## src/rtl/ts_pkg.sv

```systemverilog
package ts_pkg;
    typedef enum logic [1:0] {
        SRC_OFF  = 2'b00,
        SRC_IN13 = 2'b01,
        SRC_IN24 = 2'b10,
        SRC_TRIG = 2'b11
    } cap_src_e;

    typedef enum logic [1:0] {
        DIV_1 = 2'b00,
        DIV_2 = 2'b01,
        DIV_4 = 2'b10,
        DIV_8 = 2'b11
    } div_code_e;
endpackage

```

## src/rtl/ts_timebase.sv

```systemverilog
module ts_timebase #(
    parameter int CNT_W = 16
) (
    input  logic             clk,
    input  logic             rst_n,
    input  logic [1:0]       div_sel,
    input  logic [CNT_W-1:0] top_val,
    output logic             tick,
    output logic [CNT_W-1:0] cnt_now,
    output logic [CNT_W-1:0] cnt_next
);
    import ts_pkg::*;

    typedef struct packed {
        logic [2:0]       pre;
        logic [CNT_W-1:0] cnt;
    } tb_state_t;

    tb_state_t s_d, s_q;
    logic [2:0] term;

    always_comb begin
        case (div_code_e'(div_sel))
            DIV_1:   term = 3'd0;
            DIV_2:   term = 3'd1;
            DIV_4:   term = 3'd3;
            default: term = 3'd7;
        endcase
        s_d  = s_q;
        tick = (s_q.pre >= term);
        if (tick) begin
            s_d.pre = 3'd0;
            if (s_q.cnt >= top_val) s_d.cnt = '0;
            else                    s_d.cnt = s_q.cnt + 1'b1;
        end else begin
            s_d.pre = s_q.pre + 3'd1;
        end
    end

    always_ff @(posedge clk) begin
        if (!rst_n) s_q <= '0;
        else        s_q <= s_d;
    end

    assign cnt_now  = s_q.cnt;
    assign cnt_next = s_d.cnt;
endmodule

```

## src/rtl/ts_trig_sync.sv

```systemverilog
module ts_trig_sync #(
    parameter int NLINE  = 4,
    localparam int SEL_W = $clog2(NLINE)
) (
    input  logic             clk,
    input  logic             rst_n,
    input  logic [NLINE-1:0] lines,
    input  logic [SEL_W-1:0] sel,
    output logic             pulse
);
    typedef struct packed {
        logic [NLINE-1:0] m1;
        logic [NLINE-1:0] m2;
        logic [NLINE-1:0] m3;
    } sy_state_t;

    sy_state_t s_d, s_q;

    always_comb begin
        s_d.m1 = lines;
        s_d.m2 = s_q.m1;
        s_d.m3 = s_q.m2;
        pulse  = s_q.m2[sel] & ~s_q.m3[sel];
    end

    always_ff @(posedge clk) begin
        if (!rst_n) s_q <= '0;
        else        s_q <= s_d;
    end
endmodule

```

## src/rtl/ts_pingpong.sv

```systemverilog
module ts_pingpong #(
    parameter int W     = 16,
    parameter int DEPTH = 8,
    localparam int IW   = $clog2(DEPTH)
) (
    input  logic          clk,
    input  logic          rst_n,
    input  logic          wr_en,
    input  logic [W-1:0]  wr_data,
    input  logic          ack_en,
    input  logic          rd_buf,
    input  logic [IW-1:0] rd_idx,
    output logic [W-1:0]  rd_data,
    output logic          done,
    output logic          overrun,
    output logic          active
);
    typedef struct packed {
        logic [1:0][DEPTH-1:0][W-1:0] mem;
        logic [IW-1:0]                idx;
        logic                         act;
        logic                         done;
        logic                         ovr;
    } pp_state_t;

    pp_state_t s_d, s_q;
    logic ack;

    always_comb begin
        s_d = s_q;
        ack = ack_en && (rd_buf != s_q.act);
        if (ack) s_d.done = 1'b0;
        if (wr_en) begin
            s_d.mem[s_q.act][s_q.idx] = wr_data;
            if (s_q.idx == IW'(DEPTH - 1)) begin
                s_d.idx  = '0;
                s_d.act  = ~s_q.act;
                s_d.done = 1'b1;
                if (s_q.done && !ack) s_d.ovr = 1'b1;
            end else begin
                s_d.idx = s_q.idx + 1'b1;
            end
        end
    end

    always_ff @(posedge clk) begin
        if (!rst_n) s_q <= '0;
        else        s_q <= s_d;
    end

    assign rd_data = s_q.mem[rd_buf][rd_idx];
    assign done    = s_q.done;
    assign overrun = s_q.ovr;
    assign active  = s_q.act;
endmodule

```

## src/rtl/ts_capture_unit.sv

```systemverilog
module ts_capture_unit #(
    parameter int CNT_W   = 16,
    parameter int BATCH   = 8,
    parameter int NLINE   = 4,
    localparam int IDX_W  = $clog2(BATCH),
    localparam int LSEL_W = $clog2(NLINE)
) (
    input  logic              clk,
    input  logic              rst_n,
    input  logic [NLINE-1:0]  trig_lines,
    input  logic [1:0]        cfg_div,
    input  logic [CNT_W-1:0]  cfg_top,
    input  logic [1:0]        cfg_src,
    input  logic [LSEL_W-1:0] cfg_line,
    input  logic              rd_en,
    input  logic              rd_buf,
    input  logic [IDX_W-1:0]  rd_idx,
    output logic [CNT_W-1:0]  rd_data,
    output logic              done,
    output logic              overrun,
    output logic              active_buf
);
    import ts_pkg::*;

    logic             tick_w;
    logic [CNT_W-1:0] cnt_w;
    logic [CNT_W-1:0] cnt_nx;
    logic             trig_pulse;
    logic             cap_we;

    ts_timebase #(.CNT_W(CNT_W)) u_timebase (
        .clk      (clk),
        .rst_n    (rst_n),
        .div_sel  (cfg_div),
        .top_val  (cfg_top),
        .tick     (tick_w),
        .cnt_now  (cnt_w),
        .cnt_next (cnt_nx)
    );

    ts_trig_sync #(.NLINE(NLINE)) u_sync (
        .clk   (clk),
        .rst_n (rst_n),
        .lines (trig_lines),
        .sel   (cfg_line),
        .pulse (trig_pulse)
    );

    assign cap_we = trig_pulse && (cap_src_e'(cfg_src) == SRC_TRIG);

    ts_pingpong #(.W(CNT_W), .DEPTH(BATCH)) u_store (
        .clk     (clk),
        .rst_n   (rst_n),
        .wr_en   (cap_we),
        .wr_data (cnt_nx),
        .ack_en  (rd_en),
        .rd_buf  (rd_buf),
        .rd_idx  (rd_idx),
        .rd_data (rd_data),
        .done    (done),
        .overrun (overrun),
        .active  (active_buf)
    );
endmodule

```

## config.mk

```make
export PLATFORM = sky130hd
export DESIGN_NAME = ts_capture_unit
export DESIGN_NICKNAME = d
export VERILOG_FILES = /design/src/rtl/ts_pkg.sv /design/src/rtl/ts_timebase.sv /design/src/rtl/ts_trig_sync.sv /design/src/rtl/ts_pingpong.sv /design/src/rtl/ts_capture_unit.sv
export SDC_FILE = /design/constraint.sdc
export NUM_CORES = 1
export LEC_CHECK = 0
export CAP_MARGIN = 20
export CORE_UTILIZATION = 30
export CTS_CLUSTER_SIZE = 20
export DETAILED_ROUTE_END_ITERATION = 12
export DONT_BUFFER_PORTS = 1
export HOLD_SLACK_MARGIN = 0.06
export PLACE_DENSITY_LB_ADDON = 0.25
export SYNTH_ARGS = -nofsm -noshare
export SYNTH_HDL_FRONTEND = slang
export SYNTH_SLANG_ARGS = --single-unit
```

## constraint.sdc

```tcl
create_clock -name clk -period 6.3 [get_ports clk]
set_input_delay 1.26 -clock clk [delete_from_list [all_inputs] [get_ports clk]]
set_output_delay 1.26 -clock clk [all_outputs]
set_load 0.005 [all_outputs]
```

==> run_summary.xml, run 1 <==
<?xml version="1.0" encoding="UTF-8"?>
<metrics>
  <group name="cells_and_area">
    <metric name="final_cell_count_no_fill" unit="">1801</metric>
    <metric name="diodes" unit="">0</metric>
    <metric name="finalCoreUtilization" unit="%">34.39</metric>
    <metric name="area_growth" unit="%">12.06</metric>
    <metric name="fraction_of_layout_cells_with_a_size_suffix_above_1" unit="%">15.52</metric>
    <metric name="n_fill_cell" unit="">4271</metric>
    <metric name="nets" unit="">1257</metric>
  </group>
  <group name="place">
    <metric name="io_buffers" unit="">0</metric>
    <metric name="dpl.cell_count" unit="">1742</metric>
    <metric name="routabilityCongestion" unit="">0.7244</metric>
    <metric name="place_hpwl" unit="um">23200</metric>
  </group>
  <group name="synthesis">
    <metric name="synth.distinct_cells" unit="">59</metric>
    <metric name="count_of_state_elements_after_synthesis" unit="">293</metric>
    <metric name="avgSynthCellArea" unit="sq um">10.26</metric>
    <metric name="yosys-top-cells-area" unit="">sky130_fd_sc_hd__dfxtp_1, sky130_fd_sc_hd__mux4_2, sky130_fd_sc_hd__nand3_1</metric>
    <metric name="async_reset_ff_share" unit="%">0</metric>
    <metric name="postSynth.topFlopCell" unit="">sky130_fd_sc_hd__dfxtp_1</metric>
    <metric name="synth_most_common_cell" unit="">sky130_fd_sc_hd__dfxtp_1</metric>
    <metric name="yosys-top-cells-count" unit="">sky130_fd_sc_hd__dfxtp_1, sky130_fd_sc_hd__nand3_1, sky130_fd_sc_hd__o31ai_1</metric>
    <metric name="syn-instance-count" unit="">1266</metric>
    <metric name="synth.net_count" unit="">1322</metric>
    <metric name="yosys_warnings" unit="">0</metric>
    <metric name="synth_edf_count" unit="">0</metric>
    <metric name="synth_sequential_area_ratio" unit="%">45.16</metric>
    <metric name="post_synth_instance_area" unit="sq mm">0.01299</metric>
    <metric name="synth_largest_area_cell" unit="">sky130_fd_sc_hd__dfxtp_1</metric>
    <metric name="post-synth-top-area-fraction" unit="%">45.16</metric>
  </group>
  <group name="routing">
    <metric name="drt-initial-drc-count" unit="">906</metric>
    <metric name="route.antenna.remaining_nets" unit="">0</metric>
    <metric name="dr_total_vias" unit="">10050</metric>
    <metric name="drt-total-wl" unit="um">40460</metric>
    <metric name="wire_per_inst" unit="um">22.47</metric>
    <metric name="drt_pre_antenna_iters" unit="">5</metric>
    <metric name="post-route-drc-count" unit="">0</metric>
    <metric name="post_drt_via_cell_ratio" unit="">5.579</metric>
  </group>
  <group name="floorplan">
    <metric name="dieHeight" unit="um">210.1</metric>
    <metric name="placeableCoreArea" unit="sq mm">0.04232</metric>
    <metric name="placementRows" unit="">75</metric>
    <metric name="die_width" unit="um">210.1</metric>
    <metric name="initial_core_util" unit="%">30.69</metric>
    <metric name="dieArea" unit="sq mm">0.04414</metric>
    <metric name="number_of_ports_placed_on_the_die_boundary" unit="">52</metric>
  </group>
  <group name="sta">
    <metric name="finalHoldViolations" unit="">0</metric>
    <metric name="setup_repair_after_global_routing_missed_its_margin" unit="">no</metric>
    <metric name="setup-violations-final" unit="">0</metric>
    <metric name="timing_worst_slew_pin_value" unit="ps">1169</metric>
    <metric name="setup_total_negative_slack" unit="ps">0</metric>
    <metric name="final_number_of_max_transition_violations" unit="">0</metric>
    <metric name="final.setup_skew" unit="ps">18.62</metric>
    <metric name="share_of_the_clock_period_used_by_the_worst_path_after_layout" unit="%">60.10</metric>
    <metric name="slew-limit-headroom" unit="%">22.06</metric>
    <metric name="final_period_minus_worst_setup_slack" unit="ps">3786</metric>
    <metric name="max_clock_freq" unit="MHz">264.1</metric>
  </group>
  <group name="min_path">
    <metric name="hp-class" unit="">reg -&gt; reg</metric>
    <metric name="worst_hold_path.num_cells" unit="">1</metric>
  </group>
  <group name="setup_path">
    <metric name="timing.critical_path.required" unit="ps">6730</metric>
    <metric name="critPathKind" unit="">in -&gt; reg</metric>
    <metric name="data_arrival_time_at_the_worst_slack_endpoint" unit="ps">4210</metric>
    <metric name="path_depth" unit="">8</metric>
    <metric name="cp-start-kind" unit="">input pin</metric>
    <metric name="worstSetupEndpointType" unit="">register</metric>
    <metric name="cpLargestDelayFamily" unit="">simple AND/OR/NAND/NOR gates</metric>
    <metric name="critical-path-max-stage-delay" unit="ps">810</metric>
    <metric name="critical_path.slowest_cell" unit="">sky130_fd_sc_hd__a31oi_2</metric>
    <metric name="worstRegToRegCells" unit="">8</metric>
    <metric name="path_cells" unit="">or2_2 &gt; ha_1 &gt; nand2b_1 &gt; a31oi_2 &gt; nor2_1 &gt; xor2_1 &gt; nand3b_1 &gt; o21ai_0</metric>
    <metric name="worst-path-max-fanout" unit="">16</metric>
    <metric name="critical_path.n_buffers_inverters" unit="">0</metric>
  </group>
  <group name="run_status">
    <metric name="status" unit="">completed</metric>
  </group>
  <group name="global_route">
    <metric name="grt-ovfl-total" unit="">0</metric>
    <metric name="vias_in_the_first_global_route" unit="">9440</metric>
    <metric name="grt_first_pass_wirelength" unit="um">61000</metric>
    <metric name="grt_max_degree" unit="">283</metric>
    <metric name="number_of_antenna_violations_at_the_first_check_in_global_routing" unit="">2</metric>
    <metric name="track_usage" unit="%">18.29</metric>
  </group>
  <group name="clock_network">
    <metric name="count_of_clock_tree_sinks" unit="">293</metric>
    <metric name="clkTransAtPathRegs" unit="ps">60</metric>
    <metric name="deepest_clock_path_buffer_count" unit="">3</metric>
    <metric name="clock_latency" unit="ps">520</metric>
    <metric name="post_cts_resize_count" unit="">0</metric>
    <metric name="cts_tree" unit="">done</metric>
    <metric name="cts_hold_repair.buffers" unit="">0</metric>
    <metric name="clock-root-buffer" unit="">sky130_fd_sc_hd__clkbuf_16</metric>
    <metric name="htree_levels" unit="">2</metric>
    <metric name="post-cts-setup-buffers" unit="">0</metric>
    <metric name="cts_made_buffers" unit="">34</metric>
  </group>
  <group name="pwr">
    <metric name="power_density" unit="mW/mm^2">283.3</metric>
    <metric name="irDropWorstVdd" unit="mV">0.1472</metric>
    <metric name="total_leakage_power" unit="uW">0.004908</metric>
  </group>
  <group name="flow_run">
    <metric name="max_cap_violations" unit="">0</metric>
  </group>
</metrics>
==> cell type report <==
cell class	count	area [sq um]	area share, %
inverters	24	90.09	0.6189
clock inverters	9	151.4	1.040
flip-flops and latches	293	5866	40.30
clock buffers	50	1035	7.108
well taps	577	721.9	4.960
multi-input cells	832	6560	45.07
repair buffers	16	132.6	0.9111
==> worst paths after layout <==
kind                 endpoint               start  slack [ps]
max reg2reg  u_store.s_q[169]  u_timebase.s_q[16]        3110
min reg2reg     u_sync.s_d[1]       u_sync.s_d[5]         430
max          u_store.s_q[169]          cfg_div[1]        2510
min             u_sync.s_d[1]       u_sync.s_d[5]         430
==> cell families (layout without fill, tap and decap cells) <==
| group | Yosys count | count (layout) | synth area share, % |
|---|---|---|---|
| AO/OA/AOI/OAI | 302 | 302 | 15.84 |
| XOR/XNOR | 16 | 16 | 1.079 |
| adder cells (fa/ha/maj) | 23 | 23 | 2.215 |
| buffers and inverters | 141 | 99 | 4.546 |
| flip-flops | 293 | 293 | 45.16 |
| multiplexers | 90 | 90 | 14.83 |
| AND/OR/NAND/NOR | 401 | 401 | 16.33 |
==> sequential cells by signal (all words and copies together) (netlist names) <==
signal / flops
u_store.done: 1
u_sync.s_d: 8
u_sync.s_q: 4
u_store.overrun: 1
u_store.active: 1
u_store.s_q: 259
u_timebase.cnt_now: 16
u_timebase.s_q: 3
==> stage by stage <==
stage / total power (uW) / worst slack [ps] / hold WS [ps] / cell area [sq um]
finish: 4123 / 2514 / 430.3 / 14560
global route: 4245 / 2232 / 440.5 / 14560
detailed placement: 2064 / 1978 / 419.9 / 13370
floorplan: 2082 / 2002 / 411.9 / 12990
global placement: 2064 / 2000 / 419.1 / 13370
CTS: 4155 / 2529 / 431.7 / 14560
==> cells in the final DEF (no fill, tap or decap), drive strengths merged, types with 4 or more instances in the layout <==
cell and n:
xor2 15, nand3 202, nor2b 9, bufinv 4, and3 11, nor3 13, nor4 7, nand2 77
o31ai 117, a31oi 4, clkinv 5, mux2i 8, dfxtp 293, ha 23, mux4 82, o221ai 13
buf 16, clkbuf 50, nand4 5, inv 23, o21ai 88, nand2b 9, o32ai 27, and2 16
nand3b 9, a21oi 41, nor2 34
==> where the power goes <==
part	total [uW]	switching [uW]	internal (uW)
Sequential	1880	11.0	1860
Combinational	149	91.8	56.9
Clock	2100	797	1300
==> metal layers <==
metal	global-route usage (%)	routed length (um)	vias up
met5	0	0	-
met4	5.890	1022	0
met3	2.369	2083	66
met2	28.47	18450	302
met1	26.16	18900	5013
li1	-	-	4666
==> worst register-to-register path, delay by kind of cell, from the launching register on <==
family                   cells  cell delay [ps]
AO/OA/AOI/OAI                2             1130
XOR/XNOR                     1              420
adder cells (fa/ha/maj)      1              270
buffers and inverters        1               60
flip-flops                   1              360
AND/OR/NAND/NOR              3              860
Note: power is estimated with default switching activity, not from simulation.
==> run 2, diff against run 1 <==
Settings changed: ABC_AREA set to 1.
Clock period 6.3 ns to 3.69 ns, I/O delays scaled along.
==> run 2 against run 1 <==
Compared with the run above: clock skew up 0.62 ps; die area grew 13%; global-route usage shrank 0.92 points; power rose by 77%; final cell count is 51% higher; critical path depth is 1 lower; non-clock buffer count shrank 9; utilization fell by 1.2 points; wire length increased by 8.0%; sequential cell count did not move; hold slack worse by 96 ps; design area up 9.4%; largest cell class unchanged.
==> run_summary.xml, run 2 <==
<?xml version="1.0" encoding="UTF-8"?>
<metrics>
  <group name="global_route">
    <metric name="grt-ovfl-total" unit="">0</metric>
    <metric name="number_of_antenna_violations_at_the_first_check_in_global_routing" unit="">0</metric>
    <metric name="vias_in_the_first_global_route" unit="">12010</metric>
    <metric name="grt_max_degree" unit="">241</metric>
    <metric name="grt_first_pass_wirelength" unit="um">68950</metric>
    <metric name="track_usage" unit="%">17.37</metric>
  </group>
  <group name="setup_path">
    <metric name="worstSetupEndpointType" unit="">output pin</metric>
    <metric name="timing.critical_path.required" unit="ps">2950</metric>
    <metric name="critPathKind" unit="">in -&gt; out</metric>
    <metric name="critical-path-max-stage-delay" unit="ps">470</metric>
    <metric name="worstReg2RegEnd" unit="">u_store.s_q[241]</metric>
    <metric name="internal_reg_to_reg_setup_slack" unit="ps">1290</metric>
    <metric name="timing.rr.start" unit="">u_timebase.cnt_now[11]</metric>
    <metric name="worst-path-max-fanout" unit="">65</metric>
    <metric name="path_cells" unit="">inv_2 &gt; buf_12 &gt; a21oi_1 &gt; o21ai_0 &gt; nand3_1 &gt; nand3_1 &gt; nand2_1</metric>
    <metric name="worstRegToRegCells" unit="">8</metric>
    <metric name="critical_path.slowest_cell" unit="">sky130_fd_sc_hd__inv_2</metric>
    <metric name="cp-start-kind" unit="">input pin</metric>
    <metric name="data_arrival_time_at_the_worst_slack_endpoint" unit="ps">2180</metric>
    <metric name="cp_common_cell" unit="">sky130_fd_sc_hd__nand3_1</metric>
  </group>
  <group name="synthesis">
    <metric name="postSynth.topFlopCell" unit="">sky130_fd_sc_hd__dfxtp_1</metric>
    <metric name="async_reset_ff_share" unit="%">0</metric>
    <metric name="post_synth_instance_area" unit="sq mm">0.01467</metric>
    <metric name="count_of_state_elements_after_synthesis" unit="">293</metric>
    <metric name="synth_most_common_cell" unit="">sky130_fd_sc_hd__nand2_1</metric>
    <metric name="synth.distinct_cells" unit="">33</metric>
    <metric name="syn-instance-count" unit="">2162</metric>
    <metric name="avgSynthCellArea" unit="sq um">6.784</metric>
    <metric name="synth.net_count" unit="">2218</metric>
    <metric name="yosys-top-cells-count" unit="">sky130_fd_sc_hd__nand2_1, sky130_fd_sc_hd__a21oi_1, sky130_fd_sc_hd__inv_1</metric>
    <metric name="post-synth-top-area-fraction" unit="%">39.99</metric>
    <metric name="synth_edf_count" unit="">0</metric>
    <metric name="yosys-top-cells-area" unit="">sky130_fd_sc_hd__dfxtp_1, sky130_fd_sc_hd__nand2_1, sky130_fd_sc_hd__a21oi_1</metric>
    <metric name="synth_sequential_area_ratio" unit="%">39.99</metric>
    <metric name="yosys_warnings" unit="">0</metric>
    <metric name="synth_largest_area_cell" unit="">sky130_fd_sc_hd__dfxtp_1</metric>
  </group>
  <group name="sta">
    <metric name="slew-limit-headroom" unit="%">42.64</metric>
    <metric name="setup-violations-final" unit="">0</metric>
    <metric name="finalHoldViolations" unit="">0</metric>
    <metric name="setup_total_negative_slack" unit="ps">0</metric>
    <metric name="timing_worst_slew_pin_value" unit="ps">858.2</metric>
    <metric name="setup_slack" unit="ps">768.9</metric>
    <metric name="max_clock_freq" unit="MHz">342.3</metric>
    <metric name="final_number_of_max_transition_violations" unit="">0</metric>
    <metric name="final_period_minus_worst_setup_slack" unit="ps">2921</metric>
    <metric name="final.setup_skew" unit="ps">19.24</metric>
    <metric name="setup_repair_after_global_routing_missed_its_margin" unit="">no</metric>
    <metric name="share_of_the_clock_period_used_by_the_worst_path_after_layout" unit="%">79.16</metric>
  </group>
  <group name="routing">
    <metric name="dr_total_vias" unit="">13020</metric>
    <metric name="drt_pre_antenna_iters" unit="">5</metric>
    <metric name="post-route-drc-count" unit="">0</metric>
    <metric name="drt-total-wl" unit="um">43680</metric>
    <metric name="post_drt_via_cell_ratio" unit="">4.802</metric>
    <metric name="route.antenna.remaining_nets" unit="">0</metric>
    <metric name="wire_per_inst" unit="um">16.11</metric>
    <metric name="drt-initial-drc-count" unit="">1079</metric>
  </group>
  <group name="pwr">
    <metric name="power_density" unit="mW/mm^2">459.1</metric>
    <metric name="clock_power_share" unit="%">48.0</metric>
    <metric name="total_leakage_power" unit="uW">0.007761</metric>
    <metric name="intPower" unit="uW">5489</metric>
    <metric name="switching_power" unit="uW">1821</metric>
    <metric name="comb_power_share" unit="%">7.9</metric>
    <metric name="power_frac_seq" unit="%">44.1</metric>
    <metric name="net_switching_share_of_the_total_power" unit="%">24.91</metric>
    <metric name="irDropWorstVdd" unit="mV">0.2535</metric>
  </group>
  <group name="floorplan">
    <metric name="placementRows" unit="">80</metric>
    <metric name="die_width" unit="um">223.1</metric>
    <metric name="initial_core_util" unit="%">30.59</metric>
    <metric name="dieHeight" unit="um">223.1</metric>
    <metric name="placeableCoreArea" unit="sq mm">0.04795</metric>
    <metric name="dieArea" unit="sq mm">0.04978</metric>
    <metric name="number_of_ports_placed_on_the_die_boundary" unit="">52</metric>
  </group>
  <group name="clock_network">
    <metric name="clock-root-buffer" unit="">sky130_fd_sc_hd__clkbuf_16</metric>
    <metric name="htree_levels" unit="">2</metric>
    <metric name="clkTransAtPathRegs" unit="ps">50</metric>
    <metric name="post-cts-setup-buffers" unit="">0</metric>
    <metric name="clock_latency" unit="ps">520</metric>
    <metric name="cts_made_buffers" unit="">36</metric>
    <metric name="deepest_clock_path_buffer_count" unit="">3</metric>
    <metric name="count_of_clock_tree_sinks" unit="">293</metric>
    <metric name="cts_tree" unit="">done</metric>
    <metric name="cts_hold_repair.buffers" unit="">0</metric>
    <metric name="post_cts_resize_count" unit="">0</metric>
  </group>
  <group name="cells_and_area">
    <metric name="area_growth" unit="%">8.547</metric>
    <metric name="area.sequential" unit="sq mm">0.005866</metric>
    <metric name="mostFrequentLayoutCell" unit="">sky130_fd_sc_hd__nand2_1</metric>
    <metric name="regMostFlops" unit="">u_store.s_q</metric>
    <metric name="finalCoreUtilization" unit="%">33.21</metric>
    <metric name="area_used_by_multi_input_combinational_logic" unit="sq mm">0.006631</metric>
    <metric name="layout.cells.most_common_list" unit="">sky130_fd_sc_hd__nand2_1, sky130_fd_sc_hd__a21oi_1, sky130_fd_sc_hd__inv_1, sky130_fd_sc_hd__dfxtp_1, sky130_fd_sc_hd__nand3_1</metric>
    <metric name="diodes" unit="">0</metric>
    <metric name="number_of_flip_flops_under_the_largest_register_name" unit="">259</metric>
    <metric name="nets" unit="">2128</metric>
    <metric name="n_fill_cell" unit="">5113</metric>
    <metric name="fraction_of_layout_cells_with_a_size_suffix_above_1" unit="%">7.204</metric>
  </group>
  <group name="place">
    <metric name="worst_slack_placed" unit="ps">802.6</metric>
    <metric name="routabilityCongestion" unit="">0.7748</metric>
    <metric name="io_buffers" unit="">0</metric>
    <metric name="place_hpwl" unit="um">25920</metric>
  </group>
  <group name="run_status">
    <metric name="status" unit="">completed</metric>
  </group>
  <group name="min_path">
    <metric name="destination_of_the_worst_hold_path" unit="">u_sync.s_d[4]</metric>
    <metric name="worst_hold_startpoint" unit="">trig_lines[0]</metric>
    <metric name="hp-class" unit="">in -&gt; reg</metric>
    <metric name="worst_hold_path.num_cells" unit="">2</metric>
  </group>
  <group name="flow_run">
    <metric name="max_cap_violations" unit="">0</metric>
  </group>
</metrics>
-- run 2: power by group through the flow --
stage | registers (uW) | logic, uW | clock network, uW
2_1_floorplan | 3290 | 488 | 0
3_3_place_gp | 3290 | 574 | 0
3_5_place_dp | 3300 | 574 | 0
4_1_cts | 3230 | 578 | 3590
5_1_grt | 3230 | 636 | 3720
6_report | 3230 | 575 | 3510
-- run 2: worst max-delay path, delay by kind of cell --
family / cells / cell delay [ps]
simple gates: 3 / 400
buf+inv: 2 / 760
compound gates: 2 / 210
-- run 2: layer usage --
metal / vias up / share of wire [%] / global-route usage, %
li1: 6588 / - / -
met1: 6085 / 47 / 23.16
met2: 292 / 46 / 29.23
met3: 54 / 5.0 / 2.397
met4: 0 / 2.1 / 4.672
met5: - / 0 / 0
-- run 2: cell type report --
type	instances	share of cell area [%]
Timing Repair Buffer	7	0.4872
Tap cell	615	4.833
Clock buffer	53	6.947
Multi-Input combinational cell	1361	41.65
Sequential cell	293	36.84
Clock inverter	9	0.4401
Inverter	373	8.802
-- run 2: cells by family after synthesis --
group,Yosys count,share of synthesized area (%)
and+or+nand+nor,789,23.55
AOI/OAI and AO/OA,537,18.98
adders and majority gates,23,1.962
DFF,293,39.99
xor gates and xnor gates,12,0.7166
buffers and inverters,508,14.80
-- run 2: worst max-delay path by stage --
| stage | start | endpoint | slack, ps | depth (start not counted) |
|---|---|---|---|---|
| floorplan | rd_buf | rd_data[8] | 1230 | 8 |
| global placement | rd_idx[0] | rd_data[6] | 820 | 7 |
| detailed placement | rd_idx[0] | rd_data[5] | 800 | 7 |
| CTS | rd_idx[0] | rd_data[5] | 800 | 7 |
| global route | rd_idx[0] | rd_data[5] | 690 | 7 |
| finish | rd_idx[0] | rd_data[15] | 770 | 7 |
-- run 2: per-stage QoR --
stage          cells  hold slack [ps]  total power [uW]  instance area (sq um)
5_1_grt         2711            328.0              7583                  15920
3_3_place_gp    2649            397.0              3868                  14750
2_1_floorplan   2162            390.5              3776                  14670
4_1_cts         2711            316.6              7389                  15920
3_5_place_dp    2649            400.3              3869                  14750
6_report        2711            334.0              7309                  15920
==> run 3, diff against run 2 <==
Clock period 3.69 ns to 2.5 ns, I/O delays scaled along.
==> run 3 against run 2 <==
Compared with the run above: clock power is 46% higher; power is 48% higher; first-iteration DRC count is 0.28% higher; wire length is 2.9% higher; sequential cell count stayed put; sequential share of layout area is 0.78 points lower; critical path type unchanged; largest cell class unchanged; largest power group unchanged; highest routed layer unchanged.
==> run_summary.xml, run 3 (synthesis gave the netlist of run 2 again) <==
<?xml version="1.0" encoding="UTF-8"?>
<metrics>
  <group name="clock_network">
    <metric name="cts_tree" unit="">done</metric>
    <metric name="count_of_clock_tree_sinks" unit="">293</metric>
    <metric name="deepest_clock_path_buffer_count" unit="">3</metric>
    <metric name="post_cts_resize_count" unit="">0</metric>
    <metric name="clock_latency" unit="ps">530</metric>
    <metric name="htree_levels" unit="">2</metric>
    <metric name="clock-root-buffer" unit="">sky130_fd_sc_hd__clkbuf_16</metric>
    <metric name="clkTransAtPathRegs" unit="ps">50</metric>
    <metric name="cts_made_buffers" unit="">34</metric>
  </group>
  <group name="global_route">
    <metric name="grt_max_degree" unit="">241</metric>
    <metric name="grt_first_pass_wirelength" unit="um">71130</metric>
    <metric name="grt-ovfl-total" unit="">0</metric>
    <metric name="vias_in_the_first_global_route" unit="">12500</metric>
    <metric name="track_usage" unit="%">18.17</metric>
    <metric name="number_of_antenna_violations_at_the_first_check_in_global_routing" unit="">0</metric>
  </group>
  <group name="pwr">
    <metric name="total_leakage_power" unit="uW">0.007941</metric>
    <metric name="design_power_total" unit="uW">10810</metric>
    <metric name="irDropWorstVdd" unit="mV">0.2858</metric>
    <metric name="power_density" unit="mW/mm^2">664.8</metric>
  </group>
  <group name="setup_path">
    <metric name="critical-path-max-stage-delay" unit="ps">280</metric>
    <metric name="cp_common_cell" unit="">sky130_fd_sc_hd__nand3_1</metric>
    <metric name="internal_reg_to_reg_setup_slack" unit="ps">360</metric>
    <metric name="worstReg2RegEnd" unit="">u_store.s_q[204]</metric>
    <metric name="critical_path.n_buffers_inverters" unit="">2</metric>
    <metric name="cpLargestDelayFamily" unit="">buffers and inverters</metric>
    <metric name="critical_path.slowest_cell" unit="">sky130_fd_sc_hd__buf_12</metric>
    <metric name="data_arrival_time_at_the_worst_slack_endpoint" unit="ps">1710</metric>
    <metric name="timing.critical_path.required" unit="ps">2000</metric>
    <metric name="path_cells" unit="">inv_2 &gt; buf_12 &gt; a21oi_1 &gt; o21ai_0 &gt; nand3_1 &gt; nand3_1 &gt; nand2_1</metric>
    <metric name="worstRegToRegCells" unit="">10</metric>
    <metric name="cp-start-kind" unit="">input pin</metric>
    <metric name="worstSetupEndpointType" unit="">output pin</metric>
    <metric name="critPathKind" unit="">in -&gt; out</metric>
    <metric name="worst-path-max-fanout" unit="">65</metric>
    <metric name="timing.rr.start" unit="">u_timebase.cnt_now[7]</metric>
  </group>
  <group name="floorplan">
    <metric name="placeableCoreArea" unit="sq mm">0.04795</metric>
    <metric name="die_width" unit="um">223.1</metric>
    <metric name="placementRows" unit="">80</metric>
    <metric name="initial_core_util" unit="%">30.59</metric>
    <metric name="dieArea" unit="sq mm">0.04978</metric>
    <metric name="dieHeight" unit="um">223.1</metric>
    <metric name="number_of_ports_placed_on_the_die_boundary" unit="">52</metric>
  </group>
  <group name="min_path">
    <metric name="destination_of_the_worst_hold_path" unit="">u_sync.s_d[5]</metric>
    <metric name="hp-class" unit="">in -&gt; reg</metric>
    <metric name="worst_hold_path.num_cells" unit="">2</metric>
    <metric name="worst_hold_startpoint" unit="">trig_lines[1]</metric>
  </group>
  <group name="sta">
    <metric name="share_of_the_clock_period_used_by_the_worst_path_after_layout" unit="%">88.21</metric>
    <metric name="fin_hold_ws" unit="ps">74.01</metric>
    <metric name="timing_worst_slew_pin_value" unit="ps">683.2</metric>
    <metric name="final.setup_skew" unit="ps">26.51</metric>
    <metric name="final_number_of_max_transition_violations" unit="">0</metric>
    <metric name="setup_repair_after_global_routing_missed_its_margin" unit="">no</metric>
    <metric name="setup-violations-final" unit="">0</metric>
    <metric name="setup_total_negative_slack" unit="ps">0</metric>
    <metric name="max_clock_freq" unit="MHz">453.5</metric>
    <metric name="finalHoldViolations" unit="">0</metric>
    <metric name="final_period_minus_worst_setup_slack" unit="ps">2205</metric>
    <metric name="slew-limit-headroom" unit="%">54.10</metric>
  </group>
  <group name="routing">
    <metric name="post-route-drc-count" unit="">0</metric>
    <metric name="wire_per_inst" unit="um">16.37</metric>
    <metric name="dr_total_vias" unit="">13200</metric>
    <metric name="drt_pre_antenna_iters" unit="">6</metric>
    <metric name="route.antenna.remaining_nets" unit="">0</metric>
    <metric name="drt-initial-drc-count" unit="">1082</metric>
    <metric name="post_drt_via_cell_ratio" unit="">4.807</metric>
    <metric name="drt-total-wl" unit="um">44930</metric>
  </group>
  <group name="place">
    <metric name="routabilityCongestion" unit="">0.7800</metric>
    <metric name="io_buffers" unit="">0</metric>
    <metric name="dpl.cell_count" unit="">2681</metric>
    <metric name="place_hpwl" unit="um">26380</metric>
  </group>
  <group name="flow_run">
    <metric name="max_cap_violations" unit="">0</metric>
  </group>
  <group name="cells_and_area">
    <metric name="area_growth" unit="%">10.90</metric>
    <metric name="final_cell_count_no_fill" unit="">2745</metric>
    <metric name="nets" unit="">2161</metric>
    <metric name="diodes" unit="">0</metric>
    <metric name="number_of_flip_flops_under_the_largest_register_name" unit="">259</metric>
    <metric name="layout.cells.most_common_list" unit="">sky130_fd_sc_hd__nand2_1, sky130_fd_sc_hd__a21oi_1, sky130_fd_sc_hd__inv_1, sky130_fd_sc_hd__dfxtp_1, sky130_fd_sc_hd__nand3_1</metric>
    <metric name="mostFrequentLayoutCell" unit="">sky130_fd_sc_hd__nand2_1</metric>
    <metric name="regMostFlops" unit="">u_store.s_q</metric>
    <metric name="fraction_of_layout_cells_with_a_size_suffix_above_1" unit="%">8.404</metric>
    <metric name="finalCoreUtilization" unit="%">33.93</metric>
  </group>
  <group name="run_status">
    <metric name="status" unit="">completed</metric>
  </group>
</metrics>
run 3: power by group:
| group | switching, uW | leakage [uW] | internal (uW) |
|---|---|---|---|
| combinational | 635 | 0.00501 | 293 |
| sequential | 35.9 | 0.00236 | 4720 |
| clock | 2020 | 0.000571 | 3110 |
| total | 2690 | 0.00794 | 8120 |
run 3: area by class of cell:
class,count,area (sq um)
Fill cell,5091,31680
Inverter,373,1401
Sequential cell,293,5866
Timing Repair Buffer,42,447.9
Clock inverter,8,97.59
Multi-Input combinational cell,1361,6631
Tap cell,615,769.5
Clock buffer,53,1054
run 3: worst max path at each step:
stage | from | end | slack [ps] | depth (start not counted)
after floorplan | cfg_div[1] | u_store.s_q[115] | 360 | 10
after global placement | cfg_div[1] | u_store.s_q[117] | 190 | 10
after detailed placement | cfg_div[1] | u_store.s_q[204] | 150 | 8
after CTS | u_timebase.cnt_now[7] | u_store.s_q[204] | 330 | 10
after global routing | u_timebase.cnt_now[7] | u_store.s_q[42] | 130 | 10
final | rd_idx[0] | rd_data[11] | 290 | 7
run 3: through the flow:
| stage | setup WS [ps] | instance area [sq um] |
|---|---|---|
| 2_1_floorplan | 356.7 | 14670 |
| 3_3_place_gp | 189.2 | 15090 |
| 3_5_place_dp | 150.7 | 15090 |
| 4_1_cts | 325.2 | 16270 |
| 5_1_grt | 126.4 | 16270 |
| 6_report | 294.8 | 16270 |
run 3: routing by layer:
metal,up-vias,track usage [%],routed length [um]
met4,0,6.229,1194
met5,-,0,0
met1,6080,23.57,20250
li1,6662,-,-
met2,381,30.51,20750
met3,72,2.858,2742
run 3: repair_timing:
item,in CTS,in global routing
hold buffers,3,0
setup buffers,0,0
hold endpoints to repair,3,0
run 3: worst register-to-register path: stages, from the launching register on:
cell	delay (ps)
sky130_fd_sc_hd__dfxtp_1	450
sky130_fd_sc_hd__ha_1	290
sky130_fd_sc_hd__a21oi_1	120
sky130_fd_sc_hd__o21a_1	140
sky130_fd_sc_hd__nand2_1	50
sky130_fd_sc_hd__nand2_1	140
sky130_fd_sc_hd__nand2_1	110
sky130_fd_sc_hd__nand2_4	190
sky130_fd_sc_hd__buf_4	220
sky130_fd_sc_hd__nand2_4	160
sky130_fd_sc_hd__a21oi_1	190
